===== config.mk =====
export PLATFORM = sky130hd
export DESIGN_NAME = cfg_stream_ctl
export DESIGN_NICKNAME = d
export VERILOG_FILES = /design/src/rtl/cfg_stream_pkg.sv /design/src/rtl/cfg_stream_ctl.sv
export SDC_FILE = /design/constraint.sdc
export NUM_CORES = 1
export LEC_CHECK = 0
export BUFFER_PORTS_ARGS = -buffer_cell sky130_fd_sc_hd__buf_4
export CORE_MARGIN = 1.5
export CORE_UTILIZATION = 31
export CTS_CLUSTER_DIAMETER = 40
export DETAILED_ROUTE_END_ITERATION = 8
export GPL_ROUTABILITY_DRIVEN = 0
export HOLD_SLACK_MARGIN = 0.08
export PLACE_DENSITY_LB_ADDON = 0.12
export SETUP_SLACK_MARGIN = 0.5
export SYNTH_ARGS = -nofsm -noshare
export SYNTH_HDL_FRONTEND = slang
export SYNTH_SLANG_ARGS = --single-unit

===== constraint.sdc =====
create_clock -name clk -period 2.6 [get_ports clk]
set_input_delay 0.13 -clock clk [delete_from_list [all_inputs] [get_ports clk]]
set_output_delay 0.13 -clock clk [all_outputs]
set_load 0.01 [all_outputs]

===== src/rtl/cfg_stream_pkg.sv =====
package cfg_stream_pkg;
  localparam int LEN_BITS   = 24;
  localparam int CRC_BITS   = 16;
  localparam int PAD_BITS   = 4;
  localparam int TRAIL_BITS = 4;
  localparam int LAST_TRAIL = 11;
  localparam int CLOSE_BITS = 8;
  localparam logic [3:0] MARKER = 4'b0010;
  localparam logic [TRAIL_BITS-1:0] TRAIL_CONST = 4'b0110;
  localparam logic [CRC_BITS-1:0] CRC_POLY = 16'h8005;

  typedef enum logic [3:0] {
    S_HUNT, S_LEN, S_PAD, S_MARK, S_DATA, S_TRAIL, S_CLOSE, S_DONE, S_FAULT
  } phase_t;

  typedef struct packed {
    logic restart;
    logic shiftWin;
    logic crcEn;
    logic shiftLen;
    logic shiftData;
    logic loadFrame;
  } strobe_t;
endpackage


===== src/rtl/cfg_stream_ctl.sv =====
module cfg_stream_ctl
  import cfg_stream_pkg::*;
#(
  parameter int FRAME_BITS = 8,
  parameter int NUM_FRAMES = 3
) (
  input  logic                clk,
  input  logic                rstN,
  input  logic                progN,
  input  logic                bitIn,
  input  logic                bitValid,
  input  logic                crcMode,
  input  logic                markerHit,
  input  logic [CRC_BITS-1:0] crc,
  output strobe_t             stb,
  output logic                done,
  output logic                errN
);
  localparam int MAX_CNT = (LEN_BITS > FRAME_BITS) ? LEN_BITS : FRAME_BITS;
  localparam int CNT_W   = $clog2(MAX_CNT + 1);
  localparam int FRM_W   = $clog2(NUM_FRAMES + 1);
  localparam logic [CNT_W-1:0] LEN_END   = CNT_W'(LEN_BITS - 1);
  localparam logic [CNT_W-1:0] PAD_END   = CNT_W'(PAD_BITS - 1);
  localparam logic [CNT_W-1:0] DATA_END  = CNT_W'(FRAME_BITS - 1);
  localparam logic [CNT_W-1:0] TRAIL_END = CNT_W'(TRAIL_BITS - 1);
  localparam logic [CNT_W-1:0] LAST_END  = CNT_W'(LAST_TRAIL - 1);
  localparam logic [CNT_W-1:0] CLOSE_END = CNT_W'(CLOSE_BITS - 1);
  localparam logic [FRM_W-1:0] FRM_END   = FRM_W'(NUM_FRAMES - 1);

  phase_t            phase, phaseNxt;
  logic [CNT_W-1:0]  cnt, cntNxt;
  logic [FRM_W-1:0]  frameCnt, frameNxt;
  logic              modeCrc, modeNxt;
  logic              lastFrame, expTrail;
  logic [CNT_W-1:0]  trailEnd;
  logic [3:0]        crcIdx;
  logic [1:0]        constIdx;

  assign lastFrame = (frameCnt == FRM_END);
  assign trailEnd  = (modeCrc && lastFrame) ? LAST_END : TRAIL_END;
  assign crcIdx    = 4'(CRC_BITS - 1 - int'(cnt));
  assign constIdx  = 2'(TRAIL_BITS - 1 - int'(cnt));
  assign expTrail  = modeCrc ? crc[crcIdx] : TRAIL_CONST[constIdx];
  assign done      = (phase == S_DONE);
  assign errN      = (phase != S_FAULT);

  always_comb begin
    stb      = '0;
    phaseNxt = phase;
    cntNxt   = cnt;
    frameNxt = frameCnt;
    modeNxt  = modeCrc;
    if (!progN) begin
      stb.restart = 1'b1;
      phaseNxt    = S_HUNT;
      cntNxt      = '0;
      frameNxt    = '0;
    end else if (bitValid) begin
      case (phase)
        S_HUNT: begin
          stb.shiftWin = 1'b1;
          if (markerHit) begin
            stb.restart = 1'b1;
            modeNxt     = crcMode;
            phaseNxt    = S_LEN;
            cntNxt      = '0;
          end
        end
        S_LEN: begin
          stb.crcEn    = 1'b1;
          stb.shiftLen = 1'b1;
          if (cnt == LEN_END) begin
            phaseNxt = S_PAD;
            cntNxt   = '0;
          end else cntNxt = cnt + 1'b1;
        end
        S_PAD: begin
          stb.crcEn = 1'b1;
          if (!bitIn) phaseNxt = S_FAULT;
          else if (cnt == PAD_END) begin
            phaseNxt = S_MARK;
            cntNxt   = '0;
          end else cntNxt = cnt + 1'b1;
        end
        S_MARK: begin
          stb.crcEn = 1'b1;
          if (bitIn) phaseNxt = S_FAULT;
          else begin
            phaseNxt = S_DATA;
            cntNxt   = '0;
          end
        end
        S_DATA: begin
          stb.crcEn     = 1'b1;
          stb.shiftData = 1'b1;
          if (cnt == DATA_END) begin
            phaseNxt = S_TRAIL;
            cntNxt   = '0;
          end else cntNxt = cnt + 1'b1;
        end
        S_TRAIL: begin
          if (bitIn != expTrail) phaseNxt = S_FAULT;
          else if (cnt == trailEnd) begin
            stb.loadFrame = 1'b1;
            frameNxt      = frameCnt + 1'b1;
            phaseNxt      = lastFrame ? S_CLOSE : S_MARK;
            cntNxt        = '0;
          end else cntNxt = cnt + 1'b1;
        end
        S_CLOSE: begin
          stb.crcEn = 1'b1;
          if (bitIn != (cnt != '0)) phaseNxt = S_FAULT;
          else if (cnt == CLOSE_END) phaseNxt = S_DONE;
          else cntNxt = cnt + 1'b1;
        end
        default: ;
      endcase
    end
  end

  always_ff @(posedge clk or negedge rstN) begin
    if (!rstN) begin
      phase    <= S_HUNT;
      cnt      <= '0;
      frameCnt <= '0;
      modeCrc  <= 1'b0;
    end else begin
      phase    <= phaseNxt;
      cnt      <= cntNxt;
      frameCnt <= frameNxt;
      modeCrc  <= modeNxt;
    end
  end

  AST_FAULT_HOLD: assert property (@(posedge clk) disable iff (!rstN)
    (!errN && progN) |=> !errN);
  AST_PROG_RESTART: assert property (@(posedge clk) disable iff (!rstN)
    !progN |=> (phase == S_HUNT && errN && !done));
  AST_DONE_FROM_CLOSE: assert property (@(posedge clk) disable iff (!rstN)
    $rose(done) |-> ($past(phase) == S_CLOSE && $past(bitValid)));
  AST_MODE_STABLE: assert property (@(posedge clk) disable iff (!rstN)
    (phase != S_HUNT && progN) |=> $stable(modeCrc));
endmodule


== Word-level counts from Yosys, hierarchy flattened ==
Index checks and enable logic that the tools add are counted.
Storage, ports and cells
  flip-flop bits (word level): 12
  output and inout port bits: 8
  input port bits: 23
  word-level logic and storage cells: 98
Cells by class
  order comparisons: 2
  add/subtract/negate cells: 4
  multiplexer cells: 49
  eq/ne operators: 31
  reductions and logical operators: 8
Operators by type and width (number)
  two-way mux 5 bit: 13
  two-way mux 4 bit: 13
  one-hot mux 5 bit (7 select lines): 1
  one-hot mux 4 bit (7 select lines): 1
  inequality test 3 bit, second input constant: 8
  equality test 4 x 3 -> 1 bit, second input constant: 4
  inequality test 4 bit, second input constant: 4
  AND reduction 8 bit: 2
  two-way mux 2 bit: 6
  two-way mux 1 bit: 11
  equality test 4 x 2 -> 1 bit, second input constant: 2
  inequality test 8 x 1 -> 1 bit, second input constant: 1
  AND reduction 4 bit: 2
  two-way mux 6 bit: 1
  inequality test 2 x 1 -> 1 bit, second input constant: 3
  adder 5 x 1 -> 5 bit, second input constant: 1
  equality test 5 x 2 -> 1 bit, second input constant: 1
  equality test 5 x 3 -> 1 bit, second input constant: 1
  equality test 5 x 4 -> 1 bit: 1
  equality test 5 bit, second input constant: 1
  less-than comparator 4 x 5 -> 1 bit, second input constant: 1
  nonzero test 5 bit: 1
  OR reduction 5 bit: 1
  binary-select mux 1 bit (select 4 bit): 1
  other kinds (12): 13

== Logic depth before layout (Yosys ltp) ==
  depth after elaboration: 9
  mapped depth: 10
  gate-level depth less buffers: 9

== Worst setup path after synthesis ==
OpenSTA, ideal clock, no wires.
  path kind: reg-to-reg
  start: register cnt[0]
  end: register phase[2]
  clock period less this slack: 2.581 ns
  path buffers: 0
  arrival time: 2.456 ns
  cell stages (with the launch flop): 9
  path slack: 0.019 ns
  cells stage by stage: dfrtp_1 ha_1 or4b_2 a32oi_1 nor3_1 nor4_1 o221ai_1 nand2_1 mux2_2
On the way
  longest elaborated chain between the ends: 9
  elaborated cells on any way between the ends: 25
  classes of those cells: add/sub: 2; eq/ne: 11; mux: 10; reduce/logical: 2
RTL lines
  start, declared: line cfg_stream_ctl.sv:31  | logic [CNT_W-1:0] cnt, cntNxt;
  start signal, assigned: line cfg_stream_ctl.sv:129  | cnt <= cntNxt;
  subtractor 4 bit / subtractor 2 bit (equally long branches): line cfg_stream_ctl.sv:41, cfg_stream_ctl.sv:42
  binary-select mux 1 bit (select 4 bit) / binary-select mux 1 bit (select 2 bit) (equally long branches): line cfg_stream_ctl.sv:43  | assign expTrail = modeCrc ? crc[crcIdx] : TRAIL_CONST[constIdx];
  two-way mux 1 bit (implied by the code): line cfg_stream_ctl.sv:43
  two-way mux 1 bit: line cfg_stream_ctl.sv:43
  inequality test 1 bit: line cfg_stream_ctl.sv:102  | if (bitIn != expTrail) phaseNxt = S_FAULT;
  two-way mux 4 bit: line cfg_stream_ctl.sv:102
  one-hot mux 4 bit (7 select lines): line cfg_stream_ctl.sv:59  | case (phase)
  two-way mux 4 bit: line cfg_stream_ctl.sv:58  | end else if (bitValid) begin
  two-way mux 4 bit: line cfg_stream_ctl.sv:53  | if (!progN) begin
  end signal, assigned: line cfg_stream_ctl.sv:128  | phase <= phaseNxt;
  end, declared: line cfg_stream_ctl.sv:30  | phase_t phase, phaseNxt;
Parallel ways exist; a longest one is shown, timed or not. The select of a mux whose other input is x is not followed.
A chain may end at the register's enable or synchronous reset.

==> summary.txt <==
Outcome
  • Status: finished, violations left
  • Failing checks: negative setup slack

STA
  • Slew headroom: 63.1%
  • RSZ-0062 raised after global routing: true
  • Minimum clock period: 2.67 ns
  • Clk_skew: 0.00243 ns
  • Max Clk Rate: 374 MHz
  • Post-route setup slack: -0.0745 ns
  • Final Max Slew Viols: 0
  • Period utilization: 103%
  • Final hold viol count: 0
  • WHS: 0.125 ns
  • Slew @ Worst Pin: 0.552 ns
  • Setup Viol. Count Final: 4

Cells and area
  • Commonest non-fill, non-tap cell in the layout: buf_4
  • Most frequent cells in the layout: 64 x buf_4, 19 x nand2_1, 11 x nor2_1, 11 x dfrtp_1, 7 x a21oi_1
  • Layout net count: 260
  • Layout cells sized above 1: 51.1%
  • Antenna Diode Count: 0
  • Post-Layout Cell Count: 285
  • Layout area overhead: 58.7%

Clocking
  • Worst skew pair latency: 0.24 ns
  • Clock buffer depth: 2
  • Clk Tree Root Cell: clkbuf_8
  • TritonCTS clock tree: yes
  • Number of CTS-inserted buffers: 3
  • CTS H-Tree Depth: 1
  • Clk pin slew, worst setup/hold paths: 0.06 ns
  • CTS sink cnt: 12

Critical path
  • Bufs and invs on worst path: 1
  • Maximum fanout along the worst path: 3
  • RR Startpoint: cnt[0]$_DFFE_PN0P_
  • R2R depth: 10
  • Setup CP Type: register to primary output
  • Critical Path Slowest Stage Cell: mux4_2
  • Crit. End Element: primary output
  • Data arrival time of the worst path: 2.54 ns
  • R2R Setup Slk: -0.07 ns
  • Element type at the critical path start: register
  • CP peak stage delay: 0.52 ns
  • Worst r2r dst: cnt[1]$_DFFE_PN0P_
  • Family with the most delay on the worst path: simple AND/OR/NAND/NOR gates
  • Worst path cell trace: mux4_2 > a22o_1 > and2_4 > a211oi_4 > xnor2_2 > nor4_2 > and2_1 > buf_4
  • Req. time, crit path: 2.47 ns

Global routing
  • Vias in the first global route: 1583
  • GRT overflow: 0
  • Tot GR Track Use: 19.1%
  • Initial antenna violation count: 0
  • Largest net degree at the start of global routing: 17
  • First-pass GRT wire length: 7.62 mm

Placed design
  • Port bufs: 30
  • Post-DP HPWL: 3.49 mm
  • Placement Setup Slack: -0.171 ns
  • Placed insts: 267

Pwr
  • Leakage power: 0.946 nW
  • Power per cell area: 299 nW/um^2
  • Maximum vdd drop: 0.441 mV

Hold path
  • Hold EP: modeCrc$_DFFE_PN0P_
  • Hold_sp: crcMode
  • WHS Path Cells: 2
  • Hold Path Class: input pin to register

Synthesis
  • EDFF count, synth: 0
  • Syn Area/Cell: 8.08 sq um
  • Syn_nets: 199
  • FF+latch count, synth: 12
  • Netlist cell types: 54
  • Synth Cell Area: 1400 sq um
  • Synth Flop Type: dfrtp_1
  • Sequential share of the synthesized area: 21.5%
  • Synth warnings: 0
  • Ys async rst share: 100%
  • Post-Syn Instances: 173

Detailed routing
  • Vias per inst: 5.72
  • Drc violations: 0
  • Pre-antenna DRT Iters: 4
  • Antenna Nets Post-Route: 0
  • Overall routed net length: 4.70 mm
  • Routed len/inst: 16.5 um
  • Via count: 1631
  • DR iter-0 viols: 117

Run
  • MaxCap Viol Count: 0

Floorplan
  • Die Area: 4920 sq um
  • Core ar.: 4350 sq um
  • Initial cell density of the core: 32.1%
  • Chip Width: 70.1 um
  • IO Pins: 31
  • FP Rows: 24
  • Die height: 70.1 um
worst max-delay path by stage:
stage | endpoint | from | depth (start not counted)
2_1_floorplan | cnt[4]$_DFFE_PN0P_ | cnt[0]$_DFFE_PN0P_ | 10
3_3_place_gp | cnt[4]$_DFFE_PN0P_ | cnt[0]$_DFFE_PN0P_ | 10
3_5_place_dp | cnt[4]$_DFFE_PN0P_ | cnt[0]$_DFFE_PN0P_ | 10
4_1_cts | cnt[1]$_DFFE_PN0P_ | cnt[0]$_DFFE_PN0P_ | 10
5_1_grt | stb[0] | cnt[0]$_DFFE_PN0P_ | 8
6_report | stb[0] | cnt[0]$_DFFE_PN0P_ | 8
Yosys cell counts, types with 3 or more instances:
cell type | n | area (sq um)
nand2_1 | 20 | 75.1
dfrtp_1 | 12 | 300
nor2_1 | 12 | 45.0
clkbuf_1 | 10 | 37.5
a21oi_1 | 8 | 40.0
inv_1 | 8 | 30.0
mux2_2 | 7 | 78.8
mux2i_1 | 6 | 60.1
nand2b_1 | 6 | 37.5
nor2b_1 | 6 | 37.5
o21ai_0 | 6 | 30.0
o31ai_1 | 5 | 37.5
nand3_1 | 4 | 20.0
nand4b_1 | 4 | 35.0
nor3_1 | 4 | 20.0
ha_1 | 3 | 37.5
o311ai_0 | 3 | 26.3
sequential cells by signal, indices dropped and copies added, names as in the netlist:
| signal | cells |
|---|---|
| cnt | 5 |
| frameCnt | 2 |
| modeCrc | 1 |
| phase | 4 |
power by group:
part / switching, W / leakage, nW / internal [W] / total (W)
Clock: 0.0000723 / 0.0288 / 0.000134 / 0.000206
Combinational: 0.000115 / 0.755 / 0.000130 / 0.000245
Sequential: 0.0000179 / 0.163 / 0.000194 / 0.000212
Total: 0.000205 / 0.946 / 0.000457 / 0.000663
stage by stage:
stage,setup TNS [ns],power [W],util (%),instance area [sq um]
floorplan,0,0.000318,-,1430
global placement,-0.114,0.000394,42.5,1850
detailed placement,-0.284,0.000397,42.5,1850
CTS,-0.331,0.000629,45.7,1990
global route,-0.968,0.000700,50.9,2220
finish,-0.258,0.000663,50.9,2220
area by class of cell:
class,count,area [sq um]
repair buffers,69,536
fillers,415,2140
clock buffers,4,55.1
inverters,8,32.5
multi-input cells,140,1230
flip-flops and latches,12,302
well taps,52,65.1
cell families (layout without fill, tap and decap cells):
family / count (synthesis) / count (layout) / share of synthesized area, %
multiplexers: 15 / 15 / 13.7
flip-flops: 12 / 12 / 21.5
AND/OR/NAND/NOR: 72 / 72 / 29.0
AO/OA/AOI/OAI: 47 / 47 / 25.4
XOR/XNOR: 3 / 3 / 1.88
buffers and inverters: 21 / 81 / 5.82
adder cells (fa/ha/maj): 3 / 3 / 2.69
repair_timing:
item,in CTS,in global routing
endpoints found under the setup margin,12,12
hold buffers,1,0
gates resized for setup,17,32
pin swaps,7,18
hold endpoints to repair,12,0
buffers inserted,3,10
per-layer routing:
| layer | global-route usage [%] | part of all wire (%) |
|---|---|---|
| met2 | 31.3 | 50 |
| met4 | 3.63 | 0.43 |
| met3 | 2.31 | 4.6 |
| met1 | 27.1 | 45 |
| met5 | 0 | 0 |
Note: power is estimated with default switching activity, not from simulation.
